**config.mk**
```make
export PLATFORM = sky130hd
export DESIGN_NAME = cp0_exc_ctrl
export DESIGN_NICKNAME = d
export VERILOG_FILES = /design/src/rtl/cp0_pkg.sv /design/src/rtl/cp0_irq_gate.sv /design/src/rtl/cp0_event_sel.sv /design/src/rtl/cp0_exc_ctrl.sv
export SDC_FILE = /design/constraint.sdc
export NUM_CORES = 1
export LEC_CHECK = 0
export BUFFER_PORTS_ARGS = -buffer_cell sky130_fd_sc_hd__buf_2
export CORE_MARGIN = 2
export CORE_UTILIZATION = 30
export DETAILED_ROUTE_END_ITERATION = 16
export GPL_TIMING_DRIVEN = 0
export PLACE_DENSITY_LB_ADDON = 0.15
export SYNTH_ARGS = -nofsm -noshare
export SYNTH_HDL_FRONTEND = slang
export SYNTH_SLANG_ARGS = --single-unit
```
**constraint.sdc**
```tcl
create_clock -name clk_i -period 3.3 [get_ports clk_i]
set_input_delay 0.66 -clock clk_i [delete_from_list [all_inputs] [get_ports clk_i]]
set_output_delay 0.66 -clock clk_i [all_outputs]
set_load 0.005 [all_outputs]
```
**src/rtl/cp0_pkg.sv**
```systemverilog
package cp0_pkg;

    // Trap codes written into the cause word
    localparam logic [4:0] CODE_IRQ  = 5'd0;
    localparam logic [4:0] CODE_BRK  = 5'd9;
    localparam logic [4:0] CODE_NOCP = 5'd11;
    localparam logic [4:0] CODE_OVF  = 5'd12;

    // Outcome of one instruction boundary
    typedef enum logic [1:0] {
        EV_NONE = 2'd0,
        EV_IRQ  = 2'd1,
        EV_FLT  = 2'd2,
        EV_RET  = 2'd3
    } cp0_event_e;

endpackage

```
**src/rtl/cp0_irq_gate.sv**
```systemverilog
module cp0_irq_gate #(
    parameter int IRQ_W = 8
) (
    input  logic             ie_i,
    input  logic             exl_i,
    input  logic [IRQ_W-1:0] ip_i,
    input  logic [IRQ_W-1:0] im_i,
    output logic             irq_ok_o
);
    logic [IRQ_W-1:0] hit;

    // One gate per interrupt line
    for (genvar g = 0; g < IRQ_W; g++) begin : g_line
        assign hit[g] = ip_i[g] & im_i[g];
    end

    assign irq_ok_o = ie_i & ~exl_i & (|hit);
endmodule

```
**src/rtl/cp0_event_sel.sv**
```systemverilog
module cp0_event_sel
    import cp0_pkg::*;
(
    input  logic       valid_i,
    input  logic       irq_ok_i,
    input  logic       flt_i,
    input  logic       ret_i,
    output cp0_event_e ev_o
);
    // Priority: interrupt, then core fault, then return
    always_comb begin
        ev_o = EV_NONE;
        if (valid_i) begin
            if (irq_ok_i)      ev_o = EV_IRQ;
            else if (flt_i)    ev_o = EV_FLT;
            else if (ret_i)    ev_o = EV_RET;
        end
    end
endmodule

```
**src/rtl/cp0_exc_ctrl.sv**
```systemverilog
module cp0_exc_ctrl
    import cp0_pkg::*;
#(
    parameter int               XLEN     = 32,
    parameter int               IRQ_W    = 8,
    parameter int               CODE_W   = 5,
    parameter logic [XLEN-1:0]  VEC_ADDR = 32'h8000_0180
) (
    input  logic              clk_i,
    input  logic              rst_ni,
    input  logic              insn_valid_i,
    input  logic [XLEN-1:0]   pc_i,
    input  logic              exc_req_i,
    input  logic [CODE_W-1:0] exc_code_i,
    input  logic              eret_i,
    input  logic [IRQ_W-1:0]  irq_raw_i,
    input  logic              st_wr_i,
    input  logic [XLEN-1:0]   st_wdata_i,
    output logic              exc_taken_o,
    output logic              eret_taken_o,
    output logic [XLEN-1:0]   redirect_pc_o,
    output logic [XLEN-1:0]   status_o,
    output logic [XLEN-1:0]   cause_o,
    output logic [XLEN-1:0]   epc_o
);
    // Field positions inside the status and cause words
    localparam int ST_IE   = 0;
    localparam int ST_EXL  = 1;
    localparam int ST_IM   = 8;
    localparam int CA_CODE = 2;
    localparam int CA_IP   = 8;

    typedef struct packed {
        logic              ie;
        logic              exl;
        logic [IRQ_W-1:0]  im;
        logic [IRQ_W-1:0]  ip;
        logic [CODE_W-1:0] code;
        logic [XLEN-1:0]   epc;
        logic              taken;
        logic              ret;
        logic [XLEN-1:0]   rpc;
    } cp0_state_t;

    cp0_state_t st_d, st_q;
    logic       irq_ok;
    cp0_event_e ev;

    cp0_irq_gate #(.IRQ_W(IRQ_W)) u_gate (
        .ie_i     (st_q.ie),
        .exl_i    (st_q.exl),
        .ip_i     (st_q.ip),
        .im_i     (st_q.im),
        .irq_ok_o (irq_ok)
    );

    cp0_event_sel u_sel (
        .valid_i  (insn_valid_i),
        .irq_ok_i (irq_ok),
        .flt_i    (exc_req_i),
        .ret_i    (eret_i),
        .ev_o     (ev)
    );

    always_comb begin
        st_d       = st_q;
        st_d.taken = 1'b0;
        st_d.ret   = 1'b0;
        st_d.ip    = irq_raw_i;
        if (st_wr_i) begin
            st_d.ie  = st_wdata_i[ST_IE];
            st_d.exl = st_wdata_i[ST_EXL];
            st_d.im  = st_wdata_i[ST_IM +: IRQ_W];
        end
        unique case (ev)
            EV_IRQ, EV_FLT: begin
                st_d.exl   = 1'b1;
                st_d.taken = 1'b1;
                st_d.rpc   = VEC_ADDR;
                st_d.code  = (ev == EV_IRQ) ? CODE_W'(CODE_IRQ) : exc_code_i;
                if (!st_q.exl) begin
                    st_d.epc = pc_i;
                end
            end
            EV_RET: begin
                st_d.exl = 1'b0;
                st_d.ret = 1'b1;
                st_d.rpc = st_q.epc;
            end
            default: ;
        endcase
    end

    always_ff @(posedge clk_i) begin
        if (!rst_ni) begin
            st_q <= '0;
        end else begin
            st_q <= st_d;
        end
    end

    always_comb begin
        status_o                    = '0;
        status_o[ST_IE]             = st_q.ie;
        status_o[ST_EXL]            = st_q.exl;
        status_o[ST_IM +: IRQ_W]    = st_q.im;
        cause_o                     = '0;
        cause_o[CA_IP +: IRQ_W]     = st_q.ip;
        cause_o[CA_CODE +: CODE_W]  = st_q.code;
    end

    assign epc_o         = st_q.epc;
    assign exc_taken_o   = st_q.taken;
    assign eret_taken_o  = st_q.ret;
    assign redirect_pc_o = st_q.rpc;
endmodule

```
Yosys cells after proc, flatten, opt, wreduce, memory -nomap -nowiden
Index checks and enable logic that the tools add are counted.
{"block": "op_classes", "n_eq_ne": 3, "n_mux": 10, "bitwise": 11, "reduce_logical": 5}
{"cell": "case mux 32 bit (2 select lines)", "count": 1}
{"cell": "bitwise AND 1 bit", "count": 10}
{"cell": "2-to-1 mux 9 bit", "count": 1}
{"cell": "2-to-1 mux 2 bit", "count": 4}
{"cell": "OR reduction 8 bit", "count": 1}
{"cell": "2-to-1 mux 5 bit", "count": 1}
{"cell": "equality test 2 bit, second input constant", "count": 2}
{"cell": "nonzero test 3 bit", "count": 1}
{"cell": "equality test 2 x 1 -> 1 bit, second input constant", "count": 1}
{"cell": "2-to-1 mux 1 bit", "count": 2}
{"cell": "case mux 1 bit (2 select lines)", "count": 1}
{"cell": "AND reduction 2 bit", "count": 1}
{"cell": "nonzero test 2 bit", "count": 1}
{"cell": "OR reduction 2 bit", "count": 1}
{"cell": "NOT 1 bit", "count": 1}
{"block": "totals", "regBits": 89, "input_bits": 83, "out_inout_bits": 130, "word_cells": 38}

Logic depth before layout (Yosys ltp)
Gate-level depths: netlist of run 1.
{"block": "depth", "ltp_word": 8, "mapped_depth": 9, "depth_no_buf": 7}

Hierarchy
From an unflattened synthesis of run 1, not the netlist that was laid out.
{"block": "unflattened", "hier_cells": 450, "area_unflattened_um2": 3866.2}
{"module": "cp0_exc_ctrl", "n_inst": 1, "cells_per_inst": 440, "area_per_inst_um2": 3796.1, "seq_area_each_um2": 1781.7}
{"module": "cp0_irq_gate", "n_inst": 1, "cells_per_inst": 6, "area_per_inst_um2": 45.0, "seq_area_each_um2": 0.0}
{"module": "cp0_event_sel", "n_inst": 1, "cells_per_inst": 4, "area_per_inst_um2": 25.0, "seq_area_each_um2": 0.0}

Worst setup path before layout of run 1
OpenSTA, ideal clock, no wires.
{"block": "synth_timing", "kind": "input-to-reg", "startpoint": "in exc_req_i", "endpoint": "reg st_q, in the netlist epc_o[0]", "setup_time_ps": 118, "arrival_ps": 1799, "required_ps": 3182, "path_slack_ps": 1383, "path_stages": 7, "n_path_buf": 1, "path_cell_list": "o21ai_0 > or2_1 > ha_1 > or2b_4 > buf_6 > nand2_1 > a21boi_2"}
{"block": "synth_between", "elab_chain_cells": 6, "word_cells_on_any_way": 7, "classes_between": "2 x eq/ne; 3 x mux; 2 x reduce/logical"}
{"item": "from (decl)", "line": "cp0_exc_ctrl.sv:13", "text": "input logic exc_req_i,"}
{"item": "2-to-1 mux 2 bit *", "line": "cp0_event_sel.sv:15", "text": "else if (flt_i) ev_o = EV_FLT;"}
{"item": "2-to-1 mux 2 bit *", "line": "cp0_event_sel.sv:14", "text": "if (irq_ok_i) ev_o = EV_IRQ;"}
{"item": "2-to-1 mux 2 bit *", "line": "cp0_event_sel.sv:13", "text": "if (valid_i) begin"}
{"item": "equality test 2 x 1 -> 1 bit / equality test 2 bit (equally long branches)", "line": "cp0_exc_ctrl.sv:75", "text": "unique case (ev)"}
{"item": "OR reduction 2 bit *", "line": "cp0_exc_ctrl.sv:75"}
{"item": "AND reduction 2 bit (no line) *"}
{"item": "to (signal assigned)", "line": "cp0_exc_ctrl.sv:98", "text": "st_q <= st_d;"}
{"item": "to (decl)", "line": "cp0_exc_ctrl.sv:45", "text": "cp0_state_t st_d, st_q;"}
Every way passes the cells marked *; elsewhere a longest branch is shown, timed or not.
A chain may end at the register's enable or synchronous reset.

Worst setup path in the final report of run 1
{"block": "layout_timing", "startpoint": "reg st_q, in the netlist status_o[12]", "endpoint": "reg st_q, in the netlist epc_o[25]"}
{"block": "layout_between", "elab_chain_cells": 8, "word_cells_on_any_way": 9, "classes_between": "2 x eq/ne; 2 x mux; 2 x bitwise; 3 x reduce/logical"}
{"item": "bitwise AND 1 bit *", "line": "cp0_irq_gate.sv:14", "text": "assign hit[g] = ip_i[g] & im_i[g];"}
{"item": "OR reduction 8 bit *", "line": "cp0_irq_gate.sv:17", "text": "assign irq_ok_o = ie_i & ~exl_i & (|hit);"}
{"item": "bitwise AND 1 bit *", "line": "cp0_irq_gate.sv:17"}
{"item": "2-to-1 mux 2 bit *", "line": "cp0_event_sel.sv:14"}
{"item": "2-to-1 mux 2 bit *", "line": "cp0_event_sel.sv:13"}
{"item": "equality test 2 x 1 -> 1 bit / equality test 2 bit (equally long branches)", "line": "cp0_exc_ctrl.sv:75"}
{"item": "OR reduction 2 bit *", "line": "cp0_exc_ctrl.sv:75"}
{"item": "AND reduction 2 bit (no line) *"}
Marked as above.

==> flow_metrics.tcl, run 1 <==
set metrics [dict create \
    outcome "complete, no violations" \
    vias_per_cell 4.13 \
    reg2reg_to "epc_o[25]" \
    grt_max_degree 14 \
    switchingPower_mw 0.678 \
    yosys_warnings 0 \
    clock_latency_ns 0.34 \
    maxSlewViolCount 0 \
    layout.nets 735 \
    numCtsBuffers 9 \
    cts-htree-levels 3 \
    sw_frac_of_total 0.254 \
    tritoncts "built" \
    synthToLayoutAreaGrowth_pct 35.2 \
    drt_pre_antenna_iters 4 \
    avgSynthCellArea_um2 8.97 \
    synth_top_area_share 0.441 \
    pwr-share-comb 0.163 \
    initial_core_util 0.306 \
    synth_edf_count 0 \
    ys_async_sr_fraction 0 \
    drv_cap 0 \
    numPortBuffers 148 \
    grt_first_pass_wirelength_um 17000 \
    fin_crit_sh 0.644 \
    grt_pass1_vias 3178 \
    post_cts_buffers 0 \
    cts.path.max_buffers 2 \
    worst_slack_ns 1.17 \
    dp_slack_ns 1.13 \
    p_int_mw 1.99 \
    cp_max_fo 10 \
    syn_area_um2 4040 \
    critPathBufInv 1 \
    holdWs_ns 0.477 \
    fp.dieW_um 120 \
    hold_path_end "epc_o[1]" \
    holdCritPathClass "reg2reg" \
    drt_first_iter_violations 116 \
    grt_setup_unrepaired "no" \
    final.setup.tns_ns 0 \
    rr_worst_depth 8 \
    fp.coreArea_um2 13200 \
    ir_drop_mv 0.200 \
    skew_ns 0.00457 \
    num-fill-cells 1377 \
    io_pins 213 \
    die-area_um2 14400 \
    synth_top_cell_by_area "dfxtp_1" \
    root_buffer "clkbuf_16" \
    routed-via-count 3424 \
    critPathArrivalTime_ns 2.36 \
    drt_wl_total_um 11100 \
    ys.flop_type "dfxtp_1" \
    synth_cells 450 \
    groute.usage.overall 0.156 \
    synth.distinct_cells 31 \
    power_density_nw_per_um2 490 \
    drive_gt1_frac 0.431 \
    hold_path_depth 2 \
    path_class "reg2reg" \
    slowest_stage "dfxtp_1" \
    fin_crit_ns 2.13 \
    tightest_slew_ns 0.538 \
    avgRoutedWirePerCell_um 13.4 \
    maxSlewHeadroom 0.641 \
    dieHeight_um 120 \
    post-dp-hpwl_um 8300 \
    crit_path_start "status_o[12]" \
    pwr-share-seq 0.439 \
    clk_pin_slew_ns 0.06 \
    p_leak_nw 2.61 \
    grt_overflow_total 0 \
    clkPwrFrac 0.399 \
    crit_family "simple AND/OR/NAND/NOR gates" \
    n_antenna_cell 0 \
    crit_path_max_incr_delay_ns 0.33 \
    synth_area_leaders "dfxtp_1 (44%), nand2_1 (9.6%), buf_4 (9.3%), a21boi_2 (8.6%), and2_1 (6.2%)" \
    crit_chain "a22oi_1 -> a41oi_1 -> or2_1 -> ha_1 -> or2b_4 -> buf_6 -> nand2_1 -> a21boi_2" \
    r2r_slack_ns 1.17 \
    drcViolationCount 0 \
    postCtsHoldBufs 0 \
    antenna_found_initial 0 \
    hold_viol_final 0 \
    fmax_mhz 470 \
    place.gp.congestion 0.707 \
    cts_sinks 89 \
    rows 42 \
    ctsResizeCount 0 \
    required_ns 3.54 \
    hp-start "epc_o[1]" \
    yosysSeqAreaShare 0.441 \
    synth_seq_cells 89 \
    cp-end-kind "flip-flop" \
    multi_input_area_um2 1860 \
    r2r-start "status_o[12]" \
    setup_viol 0 \
    setup.worst_path.start_class "flip-flop" \
    regArea_um2 1780 \
    ant_nets 0 \
]
## routing by layer
metal  wire length, um  part of all wire  up-vias  global-route usage
met2              5280              0.47      127               0.254
met3               830             0.075       14              0.0456
met5                 0                 0        -                   0
li1                  -                 -     1751                   -
met4               204             0.018        0              0.0676
met1              4820              0.43     1532               0.190
## worst max-delay path by stage
stage,endpoint,slack [ns],cells after the start
2_1_floorplan,epc_o[0],1.38,7
3_3_place_gp,redirect_pc_o[2],1.17,8
3_5_place_dp,redirect_pc_o[2],1.13,8
4_1_cts,epc_o[22],1.15,9
5_1_grt,redirect_pc_o[0],0.99,8
6_report,epc_o[25],1.17,8
## synthesized netlist by cell type, types with 2 or more instances
master,count
a21boi_0,2
ha_1,3
nor2b_1,18
buf_12,2
inv_1,2
buf_6,5
a22oi_1,4
clkbuf_2,3
and2_1,40
o21ai_0,34
mux2i_1,9
dfxtp_1,89
buf_2,6
a21boi_2,31
clkbuf_1,6
buf_4,50
a21oi_1,8
nand2_2,20
nand2_1,103
nor2_1,4
## cell type report
cell class | instances | share of cell area
Sequential cell | 89 | 0.327
Tap cell | 176 | 0.0404
Timing Repair Buffer | 148 | 0.136
Clock buffer | 14 | 0.0502
Buffer | 72 | 0.0988
Clock inverter | 2 | 0.00642
Inverter | 2 | 0.00138
Multi-Input combinational cell | 327 | 0.341
## cells in the final DEF (no fill, tap or decap), drive strengths merged, types with 3 or more instances in the layout
cell type / n
conb: 41
o21ai: 34
dfxtp: 89
buf: 211
mux2i: 9
nor2: 4
a21boi: 33
and2: 40
a22oi: 4
nand2: 123
nor2b: 19
ha: 3
a21oi: 8
clkbuf: 23
## power groups by stage
stage,combinational (mW),sequential (mW),clock [mW]
detailed placement,0.440,1.20,0
finish,0.434,1.17,1.07
floorplan,0.272,1.20,0
global placement,0.433,1.19,0
global route,0.483,1.18,1.14
CTS,0.441,1.17,1.11
## state kept, by name (all words and copies together) (netlist names)
signal and count:
exc_taken_o 1, redirect_pc_o 32, status_o 10, eret_taken_o 1, epc_o 32, cause_o 13
## cell families (layout without fill, tap and decap cells)
group | count (synthesis) | after routing | synth area share
AO/OA/AOI/OAI | 82 | 82 | 0.155
adder cells (fa/ha/maj) | 3 | 3 | 0.00930
buffers and inverters | 74 | 238 | 0.135
flip-flops | 89 | 89 | 0.441
multiplexers | 9 | 9 | 0.0223
other | 1 | 41 | 0.000929
AND/OR/NAND/NOR | 192 | 192 | 0.235
## worst register-to-register path, stage by stage, from the launching register on
cell      delay [ns]
dfxtp_1         0.33
a22oi_1         0.23
a41oi_1         0.24
or2_1           0.30
ha_1            0.31
or2b_4          0.31
buf_6           0.16
nand2_1         0.09
a21boi_2        0.06
## per-stage QoR
step | total power [mW] | utilization | instance area (um^2) | cells
floorplan | 1.47 | - | 4190 | 490
finish | 2.67 | 0.414 | 5460 | 830
global placement | 1.63 | 0.390 | 5150 | 814
global route | 2.81 | 0.414 | 5460 | 830
detailed placement | 1.64 | 0.390 | 5150 | 814
CTS | 2.72 | 0.414 | 5460 | 830
No activity file was read; power rests on OpenSTA's default activity.
==> inputs of run 2 (changes only) <==
==> constraint.sdc (replaced) <==
create_clock -name clk_i -period 2.2 [get_ports clk_i]
set_input_delay 0.44 -clock clk_i [delete_from_list [all_inputs] [get_ports clk_i]]
set_output_delay 0.44 -clock clk_i [all_outputs]
set_load 0.005 [all_outputs]
==> run 2 against run 1 <==
Count of clock-buffer cells in the layout is the same. Critical path depth unchanged. Register-to-register slack lost 1.1 ns. First-iteration DRC count increased by 10%. Combinational power rose by 51%. Flip-flop and latch count unchanged. Hold slack got worse by 0.17 ns. Routed wire length rose by 0.42%. Clock power rose by 49%. Clock skew up 0.00051 ns. Largest cell class unchanged. Highest routed layer unchanged.
==> flow_metrics.tcl, run 2 (synthesized netlist as in run 1, its figures left out) <==
set metrics [dict create \
    cts_sinks 89 \
    final_common_cell "buf_2" \
    drt_wl_total_um 11200 \
    cts.path.max_buffers 2 \
    setup.worst_path.start_class "flip-flop" \
    grt_max_degree 14 \
    drt_pre_antenna_iters 4 \
    hold_path_end "cause_o[10]" \
    drv_cap 0 \
    numPortBuffers 148 \
    fin_crit_sh 0.963 \
    r2r-start "status_o[8]" \
    cp-end-kind "flip-flop" \
    final_cells 831 \
    groute.usage.overall 0.156 \
    outcome "complete, no violations" \
    place.gp.congestion 0.707 \
    fin_area_um2 5490 \
    num-fill-cells 1370 \
    grt_pass1_vias 3178 \
    die-area_um2 14400 \
    layout.nets 736 \
    antenna_found_initial 0 \
    tightest_slew_ns 0.539 \
    hold_viol_final 0 \
    fp.dieW_um 120 \
    initial_core_util 0.306 \
    drcViolationCount 0 \
    grt_first_pass_wirelength_um 17000 \
    hp-start "irq_raw_i[2]" \
    dieHeight_um 120 \
    fin_crit_ns 2.12 \
    fmax_mhz 472 \
    post-dp-hpwl_um 8300 \
    grt_overflow_total 0 \
    vias_per_cell 4.13 \
    required_ns 2.44 \
    rr_worst_depth 8 \
    finalPower_mw 4.01 \
    n_antenna_cell 0 \
    routed-via-count 3433 \
    maxSlewViolCount 0 \
    skew_ns 0.00508 \
    critPathArrivalTime_ns 2.35 \
    clock_latency_ns 0.34 \
    avgRoutedWirePerCell_um 13.5 \
    maxSlewHeadroom 0.641 \
    drt_first_iter_violations 128 \
    rows 42 \
    fp.coreArea_um2 13200 \
    power_density_nw_per_um2 730 \
    tritoncts "built" \
    synthToLayoutAreaGrowth_pct 35.9 \
    p_leak_nw 2.62 \
    ir_drop_mv 0.296 \
    clk_pin_slew_ns 0.06 \
    numCtsBuffers 9 \
    cts-htree-levels 3 \
    hold_path_depth 2 \
    holdCritPathClass "in2reg" \
    final_core_util 0.416 \
    placed_cells 814 \
    path_class "reg2reg" \
    r2r_slack_ns 0.08 \
    cp_max_fo 10 \
    ant_nets 0 \
    root_buffer "clkbuf_16" \
    postPlaceCellArea_um2 5150 \
    setup_viol 0 \
    drive_gt1_frac 0.437 \
    reg2reg_to "epc_o[25]" \
    io_pins 213 \
    layout_common_cells "buf_2 (152), nand2_1 (103), dfxtp_1 (89), buf_4 (51), conb_1 (41)" \
]
## run 2: changes by cell type in the layout (fill, tap and decap cells not counted), moves of 2 or more
cell / before / now
buf_2: 154 / 152
a22oi_2: 0 / 2
a22oi_1: 4 / 2
clkbuf_4: 0 / 2
## run 2: how the worst max path moves through the flow
stage | cells after the start | startpoint | slack (ns) | endpoint
2_1_floorplan | 8 | cause_o[14] | 0.33 | epc_o[0]
3_3_place_gp | 8 | status_o[12] | 0.12 | epc_o[2]
3_5_place_dp | 8 | status_o[12] | 0.08 | epc_o[22]
4_1_cts | 9 | status_o[12] | 0.05 | epc_o[22]
5_1_grt | 9 | status_o[15] | -0.03 | epc_o[21]
6_report | 8 | status_o[8] | 0.08 | epc_o[25]
## run 2: repair_timing
item / CTS / global route
hold buffers: 0 / 0
endpoints found under the setup margin: 0 / 64
gates resized for setup: 0 / 6
buffers inserted: 0 / 1
endpoints found under the hold margin: 0 / 0
## run 2: through the flow
step	setup slack (ns)	setup TNS (ns)	hold WS, ns
2_1_floorplan	0.331	0	0.473
3_3_place_gp	0.118	0	0.467
3_5_place_dp	0.0812	0	0.471
4_1_cts	0.0485	0	0.284
5_1_grt	-0.0264	-0.175	0.289
6_report	0.0824	0	0.304
## run 2: cell type report
class                           count  area (um^2)  share of cell area
Multi-Input combinational cell    327         1880               0.342
Inverter                            2         7.51             0.00137
Buffer                             72          544              0.0992
Sequential cell                    89         1780               0.325
Timing Repair Buffer              149          748               0.136
Clock buffer                       14          274              0.0499
Tap cell                          176          220              0.0401
Clock inverter                      2         35.0             0.00639
## run 2: worst max-delay path, stage by stage (launching register included)
cell and delay (ns):
dfxtp_1 0.32, a22oi_1 0.25, a41oi_2 0.22, or2_1 0.30
ha_1 0.31, or2b_4 0.31, buf_6 0.16, nand2_1 0.09
a21boi_2 0.06
## run 2: where the power goes
group          internal (mW)  total [mW]  switching [mW]
Combinational          0.322       0.656           0.334
Clock                  0.973        1.59           0.619
Sequential              1.70        1.76          0.0602
Total                   2.99        4.01            1.01
## run 2: routing by layer
layer / up-vias / track usage / routed length [um]
met5: - / 0 / 0
met4: 0 / 0.0676 / 207
met3: 15 / 0.0456 / 822
met2: 124 / 0.254 / 5360
met1: 1540 / 0.190 / 4790
li1: 1754 / - / -
